[src/rtl/intack_pkg.sv]
package intack_pkg;
  localparam int unsigned PRI_W    = 5;
  localparam int unsigned CTP_W    = 4;
  localparam int unsigned CRIT_TOP = 30;

  // a source is deliverable when active and strictly above the task level
  function automatic logic ack_valid(input logic act,
                                     input logic [PRI_W-1:0] prio,
                                     input logic [CTP_W-1:0] ctp);
    return act && (prio > {{(PRI_W-CTP_W){1'b0}}, ctp});
  endfunction

  // destination bit that routes target tgt to its critical line
  function automatic int unsigned crit_pos(input int unsigned tgt);
    return CRIT_TOP - tgt;
  endfunction
endpackage

[src/rtl/intack_decide.sv]
module intack_decide import intack_pkg::*; #(
  parameter int unsigned N_TGT = 4,
  parameter int unsigned VEC_W = 8,
  parameter int unsigned DEST_W = 32,
  localparam int unsigned TGT_W = $clog2(N_TGT)
) (
  input  logic              idx_ok,
  input  logic              act,
  input  logic [PRI_W-1:0]  prio,
  input  logic [CTP_W-1:0]  ctp,
  input  logic              level,
  input  logic              ipi,
  input  logic [DEST_W-1:0] dest,
  input  logic [TGT_W-1:0]  tgt,
  input  logic [VEC_W-1:0]  vec,
  input  logic [VEC_W-1:0]  spur,
  output logic              ok,
  output logic [VEC_W-1:0]  vec_out,
  output logic              rerun,
  output logic [DEST_W-1:0] clr_mask
);
  logic [N_TGT-1:0] left;

  assign ok       = idx_ok && ack_valid(act, prio, ctp);
  assign vec_out  = ok ? vec : spur;
  assign clr_mask = DEST_W'(1) << tgt;
  assign left     = dest[N_TGT-1:0] & ~(N_TGT'(1) << tgt);
  assign rerun    = idx_ok && ipi && !level && (|left);
endmodule

[src/rtl/intack_src.sv]
module intack_src #(
  parameter int unsigned DEST_W = 32
) (
  input  logic              clk,
  input  logic              rst_n,
  input  logic              dest_ld,
  input  logic [DEST_W-1:0] dest_in,
  input  logic              trig,
  input  logic              raise,
  input  logic              ack_hit,
  input  logic              ack_ok,
  input  logic              ack_level,
  input  logic              ack_ipi,
  input  logic              ack_rerun,
  input  logic [DEST_W-1:0] ack_clr,
  output logic              active,
  output logic              pending,
  output logic [DEST_W-1:0] dest
);
  always_ff @(posedge clk or negedge rst_n) begin
    if (!rst_n) begin
      active  <= 1'b0;
      pending <= 1'b0;
      dest    <= '0;
    end else begin
      if (dest_ld) dest <= dest_in;
      if (trig) pending <= 1'b1;
      if (raise) active <= 1'b1;
      // acknowledge effects come last so they win over same-cycle events
      if (ack_hit) begin
        if (!ack_ok || !ack_level) active <= 1'b0;
        if (!ack_level) pending <= 1'b0;
        if (ack_ipi) dest <= dest & ~ack_clr;
        if (ack_rerun) begin
          active  <= 1'b1;
          pending <= 1'b1;
        end
      end
    end
  end
endmodule

[src/rtl/intack_tgt.sv]
module intack_tgt #(
  parameter int unsigned N_SRC = 8,
  localparam int unsigned IW = $clog2(N_SRC)
) (
  input  logic             clk,
  input  logic             rst_n,
  input  logic             raise_hit,
  input  logic [IW-1:0]    raise_idx,
  input  logic             raise_crit,
  input  logic             ack_hit,
  input  logic             ack_idx_ok,
  input  logic [IW-1:0]    ack_idx,
  input  logic             ack_ok,
  output logic [N_SRC-1:0] raised,
  output logic             next_vld,
  output logic             line_n,
  output logic             line_c,
  output logic             svc_vld,
  output logic [IW-1:0]    svc_idx
);
  always_ff @(posedge clk or negedge rst_n) begin
    if (!rst_n) begin
      raised   <= '0;
      next_vld <= 1'b0;
      line_n   <= 1'b0;
      line_c   <= 1'b0;
      svc_vld  <= 1'b0;
      svc_idx  <= '0;
    end else begin
      if (raise_hit) begin
        raised[raise_idx] <= 1'b1;
        next_vld <= 1'b1;
        line_c <= raise_crit;
        line_n <= !raise_crit;
      end
      if (ack_hit) begin
        if (ack_idx_ok) raised[ack_idx] <= 1'b0;
        next_vld <= 1'b0;
        line_n   <= 1'b0;
        line_c   <= 1'b0;
        if (ack_ok) begin
          svc_vld <= 1'b1;
          svc_idx <= ack_idx;
        end
      end
    end
  end
endmodule

[src/rtl/irq_ack_unit.sv]
module irq_ack_unit import intack_pkg::*; #(
  parameter int unsigned N_SRC  = 8,
  parameter int unsigned N_TGT  = 4,
  parameter int unsigned VEC_W  = 8,
  parameter int unsigned DEST_W = 32,
  localparam int unsigned SRC_W = $clog2(N_SRC + 1),
  localparam int unsigned TGT_W = $clog2(N_TGT),
  localparam int unsigned IW    = $clog2(N_SRC),
  localparam int unsigned DW_W  = $clog2(DEST_W)
) (
  input  logic                    clk,
  input  logic                    rst_n,
  input  logic [N_SRC*PRI_W-1:0]  cfg_prio,
  input  logic [N_SRC*VEC_W-1:0]  cfg_vec,
  input  logic [N_SRC-1:0]        cfg_level,
  input  logic [N_SRC-1:0]        cfg_ipi,
  input  logic [VEC_W-1:0]        spur_vec,
  input  logic                    crit_en,
  input  logic [N_TGT*CTP_W-1:0]  tgt_ctp,
  input  logic                    dest_wr,
  input  logic [SRC_W-1:0]        dest_sel,
  input  logic [DEST_W-1:0]       dest_data,
  input  logic                    trig_vld,
  input  logic [SRC_W-1:0]        trig_src,
  input  logic                    raise_vld,
  input  logic [TGT_W-1:0]        raise_tgt,
  input  logic [SRC_W-1:0]        raise_src,
  input  logic                    ack_rd,
  input  logic [TGT_W-1:0]        ack_tgt,
  input  logic [SRC_W-1:0]        ack_src,
  output logic [VEC_W-1:0]        ack_vec,
  output logic                    ack_spur,
  output logic                    retrig_vld,
  output logic [SRC_W-1:0]        retrig_src,
  output logic [N_SRC-1:0]        src_active,
  output logic [N_SRC-1:0]        src_pending,
  output logic [N_SRC*DEST_W-1:0] src_dest,
  output logic [N_TGT*N_SRC-1:0]  tgt_raised,
  output logic [N_TGT-1:0]        tgt_next_vld,
  output logic [N_TGT-1:0]        irq_norm,
  output logic [N_TGT-1:0]        irq_crit,
  output logic [N_TGT-1:0]        svc_vld,
  output logic [N_TGT*IW-1:0]     svc_src
);
  // named internal events
  logic              idx_ok, raise_ok, ack_ok_w, rerun, a_level, a_ipi, r_crit;
  logic [IW-1:0]     a_i, r_i;
  logic [DEST_W-1:0] dest_q [N_SRC];
  logic [DEST_W-1:0] clr_mask;
  logic [DW_W-1:0]   cpos;

  assign idx_ok   = ack_src < SRC_W'(N_SRC);
  assign raise_ok = raise_vld && (raise_src < SRC_W'(N_SRC));
  assign a_i      = idx_ok ? ack_src[IW-1:0] : '0;
  assign r_i      = raise_src[IW-1:0];
  assign a_level  = cfg_level[a_i];
  assign a_ipi    = cfg_ipi[a_i];
  assign cpos     = DW_W'(crit_pos(32'(raise_tgt)));
  assign r_crit   = crit_en && dest_q[r_i][cpos];

  intack_decide #(.N_TGT(N_TGT), .VEC_W(VEC_W), .DEST_W(DEST_W)) u_dec (
    .idx_ok  (idx_ok),
    .act     (src_active[a_i]),
    .prio    (cfg_prio[a_i*PRI_W +: PRI_W]),
    .ctp     (tgt_ctp[ack_tgt*CTP_W +: CTP_W]),
    .level   (a_level),
    .ipi     (a_ipi),
    .dest    (dest_q[a_i]),
    .tgt     (ack_tgt),
    .vec     (cfg_vec[a_i*VEC_W +: VEC_W]),
    .spur    (spur_vec),
    .ok      (ack_ok_w),
    .vec_out (ack_vec),
    .rerun   (rerun),
    .clr_mask(clr_mask)
  );

  assign ack_spur   = !ack_ok_w;
  assign retrig_vld = ack_rd && rerun;
  assign retrig_src = ack_src;

  for (genvar s = 0; s < N_SRC; s++) begin : g_src
    intack_src #(.DEST_W(DEST_W)) u_src (
      .clk      (clk),
      .rst_n    (rst_n),
      .dest_ld  (dest_wr && dest_sel == SRC_W'(s)),
      .dest_in  (dest_data),
      .trig     (trig_vld && trig_src == SRC_W'(s)),
      .raise    (raise_ok && r_i == IW'(s)),
      .ack_hit  (ack_rd && idx_ok && a_i == IW'(s)),
      .ack_ok   (ack_ok_w),
      .ack_level(a_level),
      .ack_ipi  (a_ipi),
      .ack_rerun(rerun),
      .ack_clr  (clr_mask),
      .active   (src_active[s]),
      .pending  (src_pending[s]),
      .dest     (dest_q[s])
    );
    assign src_dest[s*DEST_W +: DEST_W] = dest_q[s];
  end

  for (genvar t = 0; t < N_TGT; t++) begin : g_tgt
    intack_tgt #(.N_SRC(N_SRC)) u_tgt (
      .clk       (clk),
      .rst_n     (rst_n),
      .raise_hit (raise_ok && raise_tgt == TGT_W'(t)),
      .raise_idx (r_i),
      .raise_crit(r_crit),
      .ack_hit   (ack_rd && ack_tgt == TGT_W'(t)),
      .ack_idx_ok(idx_ok),
      .ack_idx   (a_i),
      .ack_ok    (ack_ok_w),
      .raised    (tgt_raised[t*N_SRC +: N_SRC]),
      .next_vld  (tgt_next_vld[t]),
      .line_n    (irq_norm[t]),
      .line_c    (irq_crit[t]),
      .svc_vld   (svc_vld[t]),
      .svc_idx   (svc_src[t*IW +: IW])
    );
  end
endmodule

[config.mk]
export PLATFORM = sky130hd
export DESIGN_NAME = irq_ack_unit
export DESIGN_NICKNAME = d
export VERILOG_FILES = /design/src/rtl/intack_pkg.sv /design/src/rtl/intack_decide.sv /design/src/rtl/intack_src.sv /design/src/rtl/intack_tgt.sv /design/src/rtl/irq_ack_unit.sv
export SDC_FILE = /design/constraint.sdc
export NUM_CORES = 1
export LEC_CHECK = 0
export BUFFER_PORTS_ARGS = -buffer_cell sky130_fd_sc_hd__buf_2
export CAP_MARGIN = 20
export CELL_PAD_IN_SITES_DETAIL_PLACEMENT = 1
export CELL_PAD_IN_SITES_GLOBAL_PLACEMENT = 1
export CORE_ASPECT_RATIO = 0.75
export CORE_MARGIN = 4
export CORE_UTILIZATION = 39
export DETAILED_ROUTE_END_ITERATION = 16
export PLACE_DENSITY_LB_ADDON = 0.1
export SLEW_MARGIN = 20
export SYNTH_ARGS = -nofsm -noshare
export SYNTH_HDL_FRONTEND = slang
export SYNTH_SLANG_ARGS = --single-unit
[constraint.sdc]
create_clock -name clk -period 4.3 [get_ports clk]
set_input_delay 0.645 -clock clk [delete_from_list [all_inputs] [get_ports clk]]
set_output_delay 0.645 -clock clk [all_outputs]
set_load 0.1 [all_outputs]
==> report_table.html, run 1 <==
<table>
<tr><th>Metric</th><th>Value</th></tr>
<tr><th colspan="2">Outcome</th></tr>
<tr><td>Result of the run</td><td>finished clean</td></tr>
<tr><th colspan="2">Pwr</th></tr>
<tr><td>Reported leakage power</td><td>0.00983 uW</td></tr>
<tr><td>Maximum ir drop on the vdd rail</td><td>0.000555 V</td></tr>
<tr><td>Total power divided by cell area</td><td>761 nW/um2</td></tr>
<tr><th colspan="2">Routing</th></tr>
<tr><td>Via density</td><td>5.49</td></tr>
<tr><td>Detailed router's first-iteration violation count</td><td>786</td></tr>
<tr><td>Number of search-and-repair iterations in the first detailed-routing pass</td><td>5</td></tr>
<tr><td>Vias</td><td>around 13000</td></tr>
<tr><td>Top routing layer in use</td><td>met5</td></tr>
<tr><td>DRC violation count after routing</td><td>0</td></tr>
<tr><td>Average wire per cell in the routed design</td><td>26.4 um</td></tr>
<tr><td>Length of routed wiring on met1</td><td>25700 um</td></tr>
<tr><td>Met3 wire len</td><td>4570 um</td></tr>
<tr><td>Wire length on met2</td><td>around 29000 um</td></tr>
<tr><td>DRT Wirelength</td><td>between 60000 and 70000 um</td></tr>
<tr><td>DRT antenna net count</td><td>0</td></tr>
<tr><th colspan="2">Place</th></tr>
<tr><td>Total cell area at the placement stage</td><td>roughly 19000 um2</td></tr>
<tr><td>Final weighted congestion in routability-driven placement</td><td>0.900</td></tr>
<tr><td>Detailed Place HPWL</td><td>45900 um</td></tr>
<tr><td>Number of I/O port buffers</td><td>548</td></tr>
<tr><th colspan="2">Synth</th></tr>
<tr><td>Netlist Area Pre-Place</td><td>15700 um2</td></tr>
<tr><td>Leading area contributor after synthesis</td><td>sky130_fd_sc_hd__dfrtp_1</td></tr>
<tr><td>Net count after synthesis</td><td>~1500</td></tr>
<tr><td>Most area-consuming cells after synthesis</td><td>sky130_fd_sc_hd__dfrtp_1 53%, sky130_fd_sc_hd__mux2_2 11%, sky130_fd_sc_hd__mux2_1 6.0%</td></tr>
<tr><td>Average footprint of a synthesized cell</td><td>approximately 12 um2</td></tr>
<tr><td>Number of unique standard cell types used by synthesis</td><td>60</td></tr>
<tr><td>Syn Inst Count</td><td>approximately 1300</td></tr>
<tr><td>Fraction of synthesized cell area taken by the top area cell type</td><td>52.9%</td></tr>
<tr><td>Proportion of synthesized chip area in sequential cells</td><td>52.9%</td></tr>
<tr><td>Most instantiated flip-flop cell in the synthesis netlist</td><td>sky130_fd_sc_hd__dfrtp_1</td></tr>
<tr><td>Yosys reg bits</td><td>332</td></tr>
<tr><td>Count of synthesis-stage warnings from yosys</td><td>0</td></tr>
<tr><td>Asr flop ratio synth</td><td>100%</td></tr>
<tr><td>Number of synthesized flops with an enable pin</td><td>0</td></tr>
<tr><th colspan="2">Timing</th></tr>
<tr><td>Unrepaired setup endpoints after global routing</td><td>false</td></tr>
<tr><td>Setup Total Neg Slack</td><td>0 ns</td></tr>
<tr><td>Slew Limit Fails</td><td>0</td></tr>
<tr><td>Relative max-transition margin</td><td>between 30 and 40%</td></tr>
<tr><td>Final clock period utilization by the worst path</td><td>94.6%</td></tr>
<tr><td>Final Hold Fails</td><td>0</td></tr>
<tr><td>Final setup skew</td><td>around 0.034 ns</td></tr>
<tr><td>Highest clock rate</td><td>246 MHz</td></tr>
<tr><td>Post-route minimum period</td><td>4.07 ns</td></tr>
<tr><td>Worst-Margin Slew</td><td>0.996 ns</td></tr>
<tr><td>Total of endpoints with negative setup slack in the final report</td><td>0</td></tr>
<tr><th colspan="2">Clock network</th></tr>
<tr><td>Later-pin clock latency in the skew report</td><td>0.53 ns</td></tr>
<tr><td>Sinks on the clock net</td><td>332</td></tr>
<tr><td>Clk root buf</td><td>sky130_fd_sc_hd__clkbuf_16</td></tr>
<tr><td>Clock tree from TritonCTS</td><td>built</td></tr>
<tr><td>Buffer depth of the longest clock path</td><td>3</td></tr>
<tr><td>Clock transition at path regs</td><td>0.06 ns</td></tr>
<tr><td>Post-CTS setup repair buffer count</td><td>0</td></tr>
<tr><td>CTS H-tree lvls</td><td>2</td></tr>
<tr><td>Clock buffers created by TritonCTS</td><td>36</td></tr>
<tr><th colspan="2">Layout</th></tr>
<tr><td>Register cell area after layout</td><td>8310 um2</td></tr>
<tr><td>Total Nets Final</td><td>1975</td></tr>
<tr><td>Fraction of final layout cells with drive strength greater than 1</td><td>47.1%</td></tr>
<tr><td>Post-route cell area</td><td>20200 um2</td></tr>
<tr><td>Fill cell instance count of the final layout</td><td>4315</td></tr>
<tr><td>Core utilization of the finished layout</td><td>50.9%</td></tr>
<tr><td>Area occupied by multi-input gates</td><td>6770 um2</td></tr>
<tr><td>Area Growth Syn to Fin</td><td>28.4%</td></tr>
<tr><th colspan="2">Worst setup path</th></tr>
<tr><td>Largest fanout of any net on the critical path</td><td>25</td></tr>
<tr><td>R2R Setup Slk</td><td>2.00 ns</td></tr>
<tr><td>Critical Path AT</td><td>3.42 ns</td></tr>
<tr><td>Required time at the worst-slack endpoint</td><td>between 3 and 4 ns</td></tr>
<tr><td>Worst setup SP type</td><td>primary input</td></tr>
<tr><td>Worst Path Class, Setup</td><td>primary input to output pin</td></tr>
<tr><td>Type of element capturing the critical path</td><td>output pin</td></tr>
<tr><th colspan="2">Global routing</th></tr>
<tr><td>Total track usage</td><td>between 20 and 30%</td></tr>
<tr><td>Vias in the first global route</td><td>13492</td></tr>
<tr><td>GRT Residual Overflow</td><td>0</td></tr>
<tr><td>Pin count of the biggest net entering global routing</td><td>108</td></tr>
<tr><td>First-pass GRT wire length</td><td>~90000 um</td></tr>
<tr><td>Antenna violations before repair</td><td>11</td></tr>
<tr><th colspan="2">Floorplan</th></tr>
<tr><td>Floorplan die area</td><td>43600 um2</td></tr>
<tr><td>Core area</td><td>39600 um2</td></tr>
<tr><td>Initial standard-cell utilization of the core</td><td>39.6%</td></tr>
<tr><td>Chip height</td><td>182 um</td></tr>
<tr><td>Site row count</td><td>63</td></tr>
<tr><td>Number of ports placed on the die boundary</td><td>roughly 550</td></tr>
<tr><td>Die width</td><td>between 200 and 250 um</td></tr>
<tr><th colspan="2">Worst hold path</th></tr>
<tr><td>Tightest Hold Check Type</td><td>primary input to asynchronous set/reset pin</td></tr>
<tr><th colspan="2">Flow run</th></tr>
<tr><td>Maxcap violations</td><td>0</td></tr>
</table>
[cells by family (layout without fill, tap and decap cells)]
logic type      Yosys count  count (layout)  synth area share (%)
compound gates          312             312                  12.6
fa+ha+maj                 9               9                 0.717
buf+inv                 138             654                  5.21
flops                   332             332                  52.9
mux                     311             311                  22.8
other cells               0               8                     0
simple gates            164             164                  5.70
[final cells by class]
| type | count | share of cell area, % |
|---|---|---|
| Sequential cell | 332 | 41.2 |
| Multi-Input combinational cell | 796 | 33.6 |
| Timing Repair Buffer | 585 | 16.2 |
| Clock buffer | 50 | 5.08 |
| Tap cell | 520 | 3.23 |
| Clock inverter | 7 | 0.391 |
| Inverter | 12 | 0.242 |
| Antenna cell | 8 | 0.0993 |
[power by group]
group	switching [uW]	internal (uW)	leakage, uW	total [uW]
clock	1270	1720	0.000545	2990
sequential	475	3850	0.00412	4320
combinational	6760	1280	0.00516	8040
total	8500	6850	0.00983	15400
[worst paths after layout]
check                                       startpoint                        end  cells after the start
worst max-delay path                        ack_src[1]                 ack_vec[3]                     16
worst min-delay path                             rst_n    g_src[5].u_src.dest[23]                      1
worst max register to register   g_src[2].u_src.active  g_tgt[3].u_tgt.svc_idx[2]                      8
worst min register to register  g_tgt[1].u_tgt.svc_vld     g_tgt[1].u_tgt.svc_vld                      1
min in group clk                         dest_data[29]    g_src[3].u_src.dest[29]                      2
max in group asynchronous                        rst_n     g_src[0].u_src.dest[0]                      2
[metal layers]
layer  up-vias  GRT usage [%]
li1       5592              -
met1      6524           36.7
met2       450           43.2
met3       103           7.35
met4         6           7.94
met5         -              0
[critical path, stage by stage]
cell,delay (ns)
sky130_fd_sc_hd__buf_2,0.23
sky130_fd_sc_hd__nand2b_2,0.25
sky130_fd_sc_hd__o21ai_0,0.21
sky130_fd_sc_hd__a21oi_1,0.06
sky130_fd_sc_hd__o22ai_1,0.15
sky130_fd_sc_hd__nand2_1,0.09
sky130_fd_sc_hd__ha_1,0.29
sky130_fd_sc_hd__nor2b_1,0.13
sky130_fd_sc_hd__o21a_1,0.16
sky130_fd_sc_hd__o21a_1,0.16
sky130_fd_sc_hd__o21ai_1,0.21
sky130_fd_sc_hd__a31oi_4,0.14
sky130_fd_sc_hd__buf_12,0.20
sky130_fd_sc_hd__nor2_1,0.21
sky130_fd_sc_hd__a31oi_4,0.07
sky130_fd_sc_hd__buf_12,0.19
[stage by stage]
stage	setup WS, ns	hold slack (ns)	total power (uW)	std cells
final	0.230	0.163	15400	2310
after global routing	0.0803	0.234	15800	2309
after CTS	0.135	0.211	15400	2302
after detailed placement	0.141	0.451	12400	2245
after global placement	0.268	0.448	12300	2245
after floorplan	0.00112	0.349	10900	1266
[cells in the final DEF (no fill, tap or decap), drive strengths merged, types with 11 or more instances in the layout]
cell type  count
o21ai         56
o221ai        15
nor2b         20
buf          585
mux2         242
mux4          11
nand2         53
dfrtp        332
nand3         12
mux2i         58
o22ai         29
a31oi         16
a21oi        119
inv           12
a22o          32
clkbuf        50
nor2          32
[cells in the mapped netlist (9+ instances only)]
library cell / number
sky130_fd_sc_hd__a22o_1: 32
sky130_fd_sc_hd__buf_2: 31
sky130_fd_sc_hd__a21o_1: 10
sky130_fd_sc_hd__a31oi_1: 16
sky130_fd_sc_hd__o221ai_1: 15
sky130_fd_sc_hd__mux2_2: 150
sky130_fd_sc_hd__mux2i_1: 58
sky130_fd_sc_hd__mux2_1: 83
sky130_fd_sc_hd__buf_4: 50
sky130_fd_sc_hd__a21oi_1: 112
sky130_fd_sc_hd__nor2_1: 32
sky130_fd_sc_hd__ha_1: 9
sky130_fd_sc_hd__clkbuf_1: 31
sky130_fd_sc_hd__nor2b_1: 20
sky130_fd_sc_hd__mux4_2: 11
sky130_fd_sc_hd__nand2_1: 53
sky130_fd_sc_hd__dfrtp_1: 332
sky130_fd_sc_hd__o21ai_0: 55
sky130_fd_sc_hd__o22ai_1: 29
sky130_fd_sc_hd__inv_1: 11
sky130_fd_sc_hd__and2_1: 9
sky130_fd_sc_hd__mux2_4: 9
[sequential cells by signal (all words and copies together), names as in the netlist]
register and flops:
g_src.u_src.active 8, g_tgt.u_tgt.svc_idx 12, g_tgt.u_tgt.raised 32, g_tgt.u_tgt.next_vld 4, g_tgt.u_tgt.line_n 4, g_tgt.u_tgt.line_c 4, g_src.u_src.dest 256, g_tgt.u_tgt.svc_vld 4
g_src.u_src.pending 8
[repair_timing]
action	CTS	global route
setup endpoints to repair	0	3
hold buffers	0	0
gates resized for setup	0	1
hold endpoints to repair	0	0
Power figures use the tool's default switching activity.
==> run 2, diff against run 1 <==
--- a/config.mk
+++ b/config.mk
@@ -13,6 +13,7 @@
 export CORE_MARGIN = 4
 export CORE_UTILIZATION = 39
 export DETAILED_ROUTE_END_ITERATION = 16
+export GPL_TIMING_DRIVEN = 0
 export PLACE_DENSITY_LB_ADDON = 0.1
 export SLEW_MARGIN = 20
 export SYNTH_ARGS = -nofsm -noshare
==> run 2 against run 1 <==
  * Final cell count grew 3.8%
  * Largest power group unchanged
  * Highest routed layer unchanged
  * Combinational power up 2%
  * Non-clock buffer count increased by 88
  * Largest cell class unchanged
  * Clock skew down 0.014 ns
  * Wire length grew 1.1%
  * Flip-flop and latch count is the same
  * Register-to-register slack worse by 0.03 ns
  * Critical path depth up 2
==> report_table.html, run 2 (synthesis results as in run 1) <==
<table>
<tr><th>Metric</th><th>Value</th></tr>
<tr><th colspan="2">Pwr</th></tr>
<tr><td>Psw</td><td>8590 uW (+0.99%)</td></tr>
<tr><td>Total power divided by cell area</td><td>755 nW/um2 (-0.86%)</td></tr>
<tr><td>Part of the total power dissipated in the clock network</td><td>20.3% (+0.8 points)</td></tr>
<tr><td>Internal portion of total power</td><td>7070 uW (+3.3%)</td></tr>
<tr><td>Switching Share</td><td>54.8% (-0.55 points)</td></tr>
<tr><td>Maximum ir drop on the vdd rail</td><td>0.000597 V (+7.6%)</td></tr>
<tr><td>Reported leakage power</td><td>0.0102 uW (+3.9%)</td></tr>
<tr><td>Seq pwr share</td><td>27.6% (-0.6 points)</td></tr>
<tr><td>Comb pwr share</td><td>52.1% (-0.3 points)</td></tr>
<tr><th colspan="2">Floorplan</th></tr>
<tr><td>Die width</td><td>240 um (unchanged)</td></tr>
<tr><td>Floorplan die area</td><td>43600 um2 (unchanged)</td></tr>
<tr><td>Number of ports placed on the die boundary</td><td>549 (unchanged)</td></tr>
<tr><td>Site row count</td><td>63 (unchanged)</td></tr>
<tr><td>Initial standard-cell utilization of the core</td><td>39.6% (unchanged)</td></tr>
<tr><td>Core area</td><td>39600 um2 (unchanged)</td></tr>
<tr><td>Chip height</td><td>182 um (unchanged)</td></tr>
<tr><th colspan="2">Clock network</th></tr>
<tr><td>Clock tree from TritonCTS</td><td>built</td></tr>
<tr><td>CTS H-tree lvls</td><td>2 (unchanged)</td></tr>
<tr><td>Sinks on the clock net</td><td>332 (unchanged)</td></tr>
<tr><td>Buffer depth of the longest clock path</td><td>3 (unchanged)</td></tr>
<tr><td>Clock buffers created by TritonCTS</td><td>37 (+2.8%)</td></tr>
<tr><td>Clk root buf</td><td>sky130_fd_sc_hd__clkbuf_16</td></tr>
<tr><td>Clock transition at path regs</td><td>0.06 ns (about the same)</td></tr>
<tr><td>Later-pin clock latency in the skew report</td><td>0.54 ns (about the same)</td></tr>
<tr><td>Cts hold-fix bufs</td><td>0 (unchanged)</td></tr>
<tr><th colspan="2">Timing</th></tr>
<tr><td>Smallest hold slack</td><td>0.0319 ns (-0.131 ns)</td></tr>
<tr><td>Final clock period utilization by the worst path</td><td>97.2% (+2.5 points)</td></tr>
<tr><td>Worst-Margin Slew</td><td>1.20 ns (+0.206 ns)</td></tr>
<tr><td>Worst setup margin</td><td>0.122 ns (-0.108 ns)</td></tr>
<tr><td>Setup Total Neg Slack</td><td>0 ns (unchanged)</td></tr>
<tr><td>Total of endpoints with negative setup slack in the final report</td><td>0 (unchanged)</td></tr>
<tr><td>Unrepaired setup endpoints after global routing</td><td>false</td></tr>
<tr><td>Post-route minimum period</td><td>4.18 ns (+0.108 ns)</td></tr>
<tr><td>Highest clock rate</td><td>239 MHz (-2.6%)</td></tr>
<tr><td>Slew Limit Fails</td><td>0 (unchanged)</td></tr>
<tr><td>Final setup skew</td><td>0.0202 ns (-0.0139 ns)</td></tr>
<tr><td>Final Hold Fails</td><td>0 (unchanged)</td></tr>
<tr><td>Relative max-transition margin</td><td>19.6% (-14 points)</td></tr>
<tr><th colspan="2">Layout</th></tr>
<tr><td>Finished Layout Cells</td><td>2397 (+3.8%)</td></tr>
<tr><td>Fill cell instance count of the final layout</td><td>4308 (-0.16%)</td></tr>
<tr><td>Most common library cell in the layout ignoring fill and taps</td><td>sky130_fd_sc_hd__buf_2</td></tr>
<tr><td>Number of flip-flops under the largest register name</td><td>256 (unchanged)</td></tr>
<tr><td>Fraction of final layout cells with drive strength greater than 1</td><td>48.8% (+1.7 points)</td></tr>
<tr><td>Top flop regs</td><td>g_src.u_src.dest x256, g_tgt.u_tgt.raised x32, g_tgt.u_tgt.svc_idx x12</td></tr>
<tr><td>Register with the most flip-flops</td><td>g_src.u_src.dest</td></tr>
<tr><td>Area Growth Syn to Fin</td><td>32.1%</td></tr>
<tr><td>Commonest cells after routing, fill and taps aside</td><td>555 x sky130_fd_sc_hd__buf_2, 332 x sky130_fd_sc_hd__dfrtp_1, 150 x sky130_fd_sc_hd__mux2_2, 112 x sky130_fd_sc_hd__a21oi_1, 83 x sky130_fd_sc_hd__mux2_1</td></tr>
<tr><td>Total Nets Final</td><td>2064 (+4.5%)</td></tr>
<tr><td>Core utilization of the finished layout</td><td>52.3% (+1.5 points)</td></tr>
<tr><th colspan="2">Worst setup path</th></tr>
<tr><td>Worst setup SP type</td><td>primary input</td></tr>
<tr><td>Required time at the worst-slack endpoint</td><td>3.65 ns (about the same)</td></tr>
<tr><td>Largest fanout of any net on the critical path</td><td>10 (-60%)</td></tr>
<tr><td>Type of element capturing the critical path</td><td>output pin</td></tr>
<tr><td>Worst Path Class, Setup</td><td>primary input to output pin</td></tr>
<tr><td>Critical Path AT</td><td>3.53 ns (+0.11 ns)</td></tr>
<tr><th colspan="2">Place</th></tr>
<tr><td>DP Cell Count</td><td>2327 (+3.7%)</td></tr>
<tr><td>Post-Place Setup Slack</td><td>-0.825 ns (-0.965 ns)</td></tr>
<tr><td>Number of I/O port buffers</td><td>538 (-1.8%)</td></tr>
<tr><td>Final weighted congestion in routability-driven placement</td><td>0.898 (-0.19%)</td></tr>
<tr><td>Detailed Place HPWL</td><td>47800 um (+4.2%)</td></tr>
<tr><th colspan="2">Routing</th></tr>
<tr><td>Number of search-and-repair iterations in the first detailed-routing pass</td><td>5 (unchanged)</td></tr>
<tr><td>Vias</td><td>13100 (+3.4%)</td></tr>
<tr><td>DRT antenna net count</td><td>0 (unchanged)</td></tr>
<tr><td>DRC violation count after routing</td><td>0 (unchanged)</td></tr>
<tr><td>Detailed router's first-iteration violation count</td><td>741 (-5.7%)</td></tr>
<tr><td>Via density</td><td>5.47 (-0.40%)</td></tr>
<tr><td>DRT Wirelength</td><td>61600 um (+1.1%)</td></tr>
<tr><td>Average wire per cell in the routed design</td><td>25.7 um (-2.6%)</td></tr>
<tr><th colspan="2">Outcome</th></tr>
<tr><td>Result of the run</td><td>finished clean</td></tr>
<tr><th colspan="2">Global routing</th></tr>
<tr><td>Total track usage</td><td>27.7% (+0.52 points)</td></tr>
<tr><td>Antenna violations before repair</td><td>3 (-8)</td></tr>
<tr><td>First-pass GRT wire length</td><td>91600 um (+1.6%)</td></tr>
<tr><td>Vias in the first global route</td><td>13896 (+3.0%)</td></tr>
<tr><td>GRT Residual Overflow</td><td>0 (unchanged)</td></tr>
<tr><td>Pin count of the biggest net entering global routing</td><td>96 (-11%)</td></tr>
<tr><th colspan="2">Worst hold path</th></tr>
<tr><td>Tightest Hold Check Type</td><td>primary input to asynchronous set/reset pin</td></tr>
<tr><th colspan="2">Flow run</th></tr>
<tr><td>Maxcap violations</td><td>0 (unchanged)</td></tr>
</table>
-- run 2: cell count changes in the layout (fill, tap and decap cells not counted), sizes merged --
cell      before  now
buf          585  646
clkbuf        50   79
diode          8    1
clkinv         5    4
clkinvlp       1    2
inv           12   16
-- run 2: worst max-delay path, stage by stage --
cell,delay (ns)
sky130_fd_sc_hd__buf_6,0.14
sky130_fd_sc_hd__buf_12,0.13
sky130_fd_sc_hd__buf_16,0.12
sky130_fd_sc_hd__buf_12,0.14
sky130_fd_sc_hd__mux2i_2,0.25
sky130_fd_sc_hd__a21oi_1,0.10
sky130_fd_sc_hd__o22ai_1,0.13
sky130_fd_sc_hd__nand2_1,0.10
sky130_fd_sc_hd__ha_1,0.29
sky130_fd_sc_hd__nor2b_1,0.13
sky130_fd_sc_hd__o21a_1,0.17
sky130_fd_sc_hd__o21a_1,0.18
sky130_fd_sc_hd__o21ai_2,0.14
sky130_fd_sc_hd__a31oi_2,0.11
sky130_fd_sc_hd__buf_4,0.17
sky130_fd_sc_hd__buf_12,0.16
sky130_fd_sc_hd__a31oi_4,0.19
sky130_fd_sc_hd__buf_12,0.20
-- run 2: stage by stage --
step	power, uW	area [um2]
after CTS	15800	20700
after floorplan	10900	15800
after global routing	16200	20800
after global placement	12400	19200
final	15700	20800
after detailed placement	12500	19300
-- run 2: power groups by stage --
stage	clock network (uW)	registers [uW]	logic, uW
floorplan	0	9020	1860
global placement	0	4320	8050
detailed placement	0	4360	8120
CTS	3250	4320	8180
global route	3400	4410	8380
finish	3180	4320	8170
-- run 2: worst paths after layout --
check / depth (start not counted) / start / end / slack (ns)
setup / recovery: 18 / ack_src[1] / ack_vec[0] / 0.12
hold / removal: 1 / rst_n / g_src[4].u_src.dest[23] / 0.03
setup reg to reg: 10 / g_src[2].u_src.active / g_tgt[0].u_tgt.svc_idx[0] / 1.97
hold reg to reg: 1 / g_tgt[0].u_tgt.svc_vld / g_tgt[0].u_tgt.svc_vld / 0.48
max in group asynchronous: 4 / rst_n / g_src[0].u_src.dest[11] / 2.52
min in group clk: 2 / dest_data[17] / g_src[4].u_src.dest[17] / 0.43
-- run 2: timing repair --
item	CTS	global route
resized for setup	50	12
buffers inserted	5	6
setup endpoints to repair	9	9
pin swaps	0	1
-- run 2: cell type report --
| class | instances | area, um2 | share of cell area, % |
|---|---|---|---|
| sequential | 332 | 8310 | 40.0 |
| multi-input combinational | 796 | 6750 | 32.5 |
| inverter | 12 | 48.8 | 0.235 |
| clock buffer | 52 | 1090 | 5.26 |
| tap | 520 | 651 | 3.14 |
| antenna | 1 | 2.50 | 0.0121 |
| clock inverter | 11 | 119 | 0.573 |
| timing repair buffer | 552 | 2950 | 14.2 |
| buffer | 121 | 837 | 4.03 |
-- run 2: metal layers --
| layer | part of all wire (%) | global-route usage [%] |
|---|---|---|
| met5 | 0.016 | 0 |
| met3 | 7.8 | 7.47 |
| met2 | 48 | 44.8 |
| met1 | 42 | 37.3 |
| met4 | 2.6 | 7.03 |
